File: src/rtl/sr_protect.sv
module sr_protect #(
  parameter int ADDR_W = 12,
  parameter int SYNC_N = 2,
  parameter logic [1:0] WD_DEF = 2'b11,
  parameter logic [1:0] BL_DEF = 2'b00
) (
  input  logic              clk,
  input  logic              rst_n,
  input  logic              prot_pin,
  input  logic              wel_in,
  input  logic              wip_in,
  input  logic              sw_req,
  input  logic [7:0]        sw_data,
  input  logic              flag_set,
  input  logic              flag_clr,
  input  logic [ADDR_W-1:0] tgt_addr,
  output logic [7:0]        status,
  output logic              arr_wr_ok,
  output logic              stat_wr_ok,
  output logic [1:0]        wd_sel
);

  logic [SYNC_N-1:0] pin_sync;
  logic              pin_s;
  logic              wpen, flag, pend, wip_q;
  logic [1:0]        wd, bl;
  logic [4:0]        pend_val;
  logic [1:0]        top;
  logic              hit, locked, take, commit;

  assign pin_s  = pin_sync[SYNC_N-1];
  assign locked = wpen & ~pin_s;
  assign top    = tgt_addr[ADDR_W-1 -: 2];

  always_comb begin
    case (bl)
      2'b00:   hit = 1'b0;
      2'b01:   hit = &top;
      2'b10:   hit = top[1];
      default: hit = 1'b1;
    endcase
  end

  assign arr_wr_ok  = wel_in & ~hit;
  assign stat_wr_ok = wel_in & ~locked;
  assign take       = sw_req & stat_wr_ok & ~pend;
  assign commit     = pend & wip_q & ~wip_in;
  assign status     = {wpen, flag, wd, bl, wel_in, wip_in};
  assign wd_sel     = wd;

  always_ff @(posedge clk or negedge rst_n) begin
    if (!rst_n) pin_sync <= '1;
    else        pin_sync <= {pin_sync[SYNC_N-2:0], prot_pin};
  end

  always_ff @(posedge clk or negedge rst_n) begin
    if (!rst_n) begin
      wip_q    <= 1'b0;
      pend     <= 1'b0;
      pend_val <= '0;
      wpen     <= 1'b0;
      wd       <= WD_DEF;
      bl       <= BL_DEF;
    end else begin
      wip_q <= wip_in;
      if (take) begin
        pend     <= 1'b1;
        pend_val <= {sw_data[7], sw_data[5:2]};
      end else if (commit) begin
        pend <= 1'b0;
        wpen <= pend_val[4];
        wd   <= pend_val[3:2];
        bl   <= pend_val[1:0];
      end
    end
  end

  always_ff @(posedge clk or negedge rst_n) begin
    if (!rst_n)        flag <= 1'b0;
    else if (flag_clr) flag <= 1'b0;
    else if (flag_set) flag <= 1'b1;
  end

endmodule

File: config.mk
export PLATFORM = sky130hd
export DESIGN_NAME = sr_protect
export DESIGN_NICKNAME = d
export VERILOG_FILES = /design/src/rtl/sr_protect.sv
export SDC_FILE = /design/constraint.sdc
export NUM_CORES = 1
export LEC_CHECK = 0
export BUFFER_PORTS_ARGS = -buffer_cell sky130_fd_sc_hd__buf_4
export CORE_UTILIZATION = 40
export CTS_CLUSTER_SIZE = 12
export DETAILED_ROUTE_END_ITERATION = 7
export PLACE_DENSITY = 0.86
export SLEW_MARGIN = 20
export SYNTH_ARGS = -nofsm -noshare
export SYNTH_HDL_FRONTEND = slang
export SYNTH_SLANG_ARGS = --single-unit
File: constraint.sdc
create_clock -name clk -period 1.4 [get_ports clk]
set_input_delay 0.14 -clock clk [delete_from_list [all_inputs] [get_ports clk]]
set_output_delay 0.14 -clock clk [all_outputs]
set_load 0.005 [all_outputs]
==> results.py <==
metrics = {
    "global_route": {
        "grt_usage_pct": 13.57,
        "grt_overflow_total": 0,
        "antenna_found_initial": 0,
        "grt_pass1_vias": 390,
        "grt_max_degree": 16,
        "grt_pass1_wl_um": 1697,
    },
    "routing": {
        "drt-total-wl_um": 1015,
        "wl_per_cell_um": 11.94,
        "detail_route.iter0.violations": 1,
        "via_per_inst": 4.812,
        "drt.antenna.violating_nets": 0,
        "drc": 0,
        "num_vias": 409,
        "first_pass_iters": 2,
    },
    "worst_setup_path": {
        "start_kind": "flop",
        "required_ps": 1260,
        "arrival_ps": 1140,
        "worst-path-max-fanout": 2,
        "startpoint": "pin_sync[1]",
        "cp-end-kind": "primary output",
        "reg2reg_from": "pin_sync[1]",
        "path_class": "flop to primary output",
    },
    "synth": {
        "yosys_warnings": 0,
        "synth_area_leader_cell": "dfrtp_1",
        "ys_seq_elements": 15,
        "yosysTopAreaCellShare_pct": 44.18,
        "syn-num-nets": 71,
        "synth.area.top_cells": "dfrtp_1, mux2_2, dfstp_2",
        "yosysSeqAreaShare_pct": 61.04,
        "ys_types": 12,
        "syn_avg_cell_area_um2": 14.49,
        "netlist_instances": 43,
        "syn_area_um2": 623.1,
    },
    "clocking": {
        "clockBufferDepth": 2,
        "clock-sinks": 15,
        "htreeDepth": 1,
        "cts-root-buf": "clkbuf_4",
        "post_cts_resize_count": 0,
        "cts_tree": "done",
        "worstSkewPairLatency_ps": 270,
        "clkTransAtPathRegs_ps": 70,
        "numCtsBuffers": 3,
    },
    "power": {
        "p_int_w": 0.001076,
        "power_frac_seq_pct": 50.1,
        "p_switching_w": 0.0003823,
        "ir_drop_uv": 938.1,
        "p_sw_share_pct": 26.21,
        "clkPwrFrac_pct": 16.0,
        "power_frac_comb_pct": 33.9,
        "power-per-cell-area_nw_per_um2": 1719,
        "leakage_nw": 0.4172,
    },
    "sta": {
        "finalHoldViolCount": 0,
        "max_freq_mhz": 780.2,
        "worstMarginPinSlew_ps": 182.7,
        "setup_violations": 0,
        "fin_skew_ps": 7.713,
        "period_share_pct": 91.55,
        "drv_slew": 0,
        "slew_headroom_pct": 87.75,
        "grt_setup_unrepaired": "no",
        "tns_ps": 0,
        "min_period_ps": 1282,
    },
    "place": {
        "portBuffers": 26,
        "place_congestion": 0.6368,
    },
    "floorplanning": {
        "core_um2": 1366,
        "io-pin-count": 40,
        "start_util_pct": 45.60,
        "fp.dieW_um": 41.47,
        "die-area_um2": 1720,
        "fp-row-count": 13,
        "die_h_um": 41.47,
    },
    "layout": {
        "postLayoutCoreUtil_pct": 62.09,
        "fin_nets": 99,
        "layout-drive-gt1-share_pct": 65.71,
        "antenna_cells": 0,
        "synthToLayoutAreaGrowth_pct": 36.14,
    },
    "outcome": {
        "status": "finished, final reports clean",
    },
    "worst_hold_path": {
        "hold_path_class": "primary input to flop",
        "hp-start": "flag_clr",
    },
    "run": {
        "max_cap_viol_count": 0,
    },
}
[critical path: stages (launching register included)]
cell and delay, ps:
dfstp_2 520, nand2b_2 130, and2_1 120, buf_4 100
[cell usage after synthesis]
cell type	number
nor2_1	2
nand2b_2	1
dfstp_2	4
buf_4	6
mux2_2	10
nand3b_2	1
nand4b_4	1
nand2_1	4
a21o_1	1
a21oi_1	1
and2_1	1
dfrtp_1	11
[registers in the layout (all words and copies together), names as in the netlist]
register / cells
bl: 2
wd_sel: 2
wip_q: 1
pend: 1
pend_val: 5
flag: 1
wpen: 1
pin_sync: 2
[power by group through the flow]
stage	registers (W)	clock network (W)	logic (W)
final	0.000731	0.000233	0.000494
after global routing	0.000766	0.000266	0.000531
after CTS	0.000736	0.000245	0.000503
after detailed placement	0.000745	0	0.000496
after global placement	0.000733	0	0.000479
after floorplan	0.000724	0	0.000309
[metal layers]
layer  track usage, %  part of all wire (%)  routed length (um)  vias up
li1                 -                     -                   -      194
met1            16.38                    41                 414      195
met2            20.94                    51                 519       18
met3            3.478                   6.7                  68        2
met4            9.677                   1.2                  12        0
met5                0                     0                   0        -
[cell usage in the layout (no fill, tap or decap)]
cell type,synthesis,routed
nor2_1,2,2
dlygate4sd3_1,0,3
clkbuf_4,0,3
a21o_1,1,1
and2_1,1,1
nand2_1,4,4
nand3b_2,1,1
mux2_2,10,10
nand4b_4,1,1
clkbuf_1,0,1
a21oi_1,1,1
buf_4,6,26
dfstp_2,4,4
dfrtp_1,11,11
nand2b_2,1,1
[worst paths after layout]
path | slack (ps) | end | cells past startpoint
setup / recovery | 120 | stat_wr_ok | 3
hold / removal | 10 | flag | 2
setup reg to reg | 170 | pend_val[4] | 3
hold reg to reg | 370 | pin_sync[1] | 0
max in group asynchronous | 920 | pin_sync[1] | 2
min in group asynchronous | 230 | pend_val[2] | 2
[stage by stage]
| stage | hold WS [ps] | area [um^2] | instances | worst slack (ps) | power, W |
|---|---|---|---|---|---|
| 3_3_place_gp | -3.730 | 792.0 | 78 | 190.6 | 0.001212 |
| 6_report | 10.16 | 848.3 | 85 | 118.3 | 0.001458 |
| 5_1_grt | 2.251 | 848.3 | 85 | 51.41 | 0.001563 |
| 2_1_floorplan | -155.6 | 623.1 | 43 | 244.4 | 0.001032 |
| 4_1_cts | 2.559 | 848.3 | 85 | 102.5 | 0.001484 |
| 3_5_place_dp | 1.068 | 792.0 | 78 | 163.6 | 0.001241 |
[area by class of cell]
cell class	count	area (um^2)
Clock buffer	4	26.28
Fill cell	120	518.0
Multi-Input combinational cell	22	197.7
Sequential cell	15	380.4
Tap cell	15	18.77
Timing Repair Buffer	29	225.2
[cell families (layout without fill, tap and decap cells)]
family | Yosys count | after routing | synth area share, %
AOI/OAI and AO/OA | 2 | 2 | 2.008
buffers and inverters | 6 | 33 | 7.228
DFF | 15 | 15 | 61.04
and+or+nand+nor | 10 | 10 | 11.65
muxes | 10 | 10 | 18.07
[what timing repair did]
item | in CTS | in global routing
setup buffers | 0 | 0
hold endpoints to repair | 17 | 0
hold buffers | 3 | 0
Power figures use the tool's default switching activity.
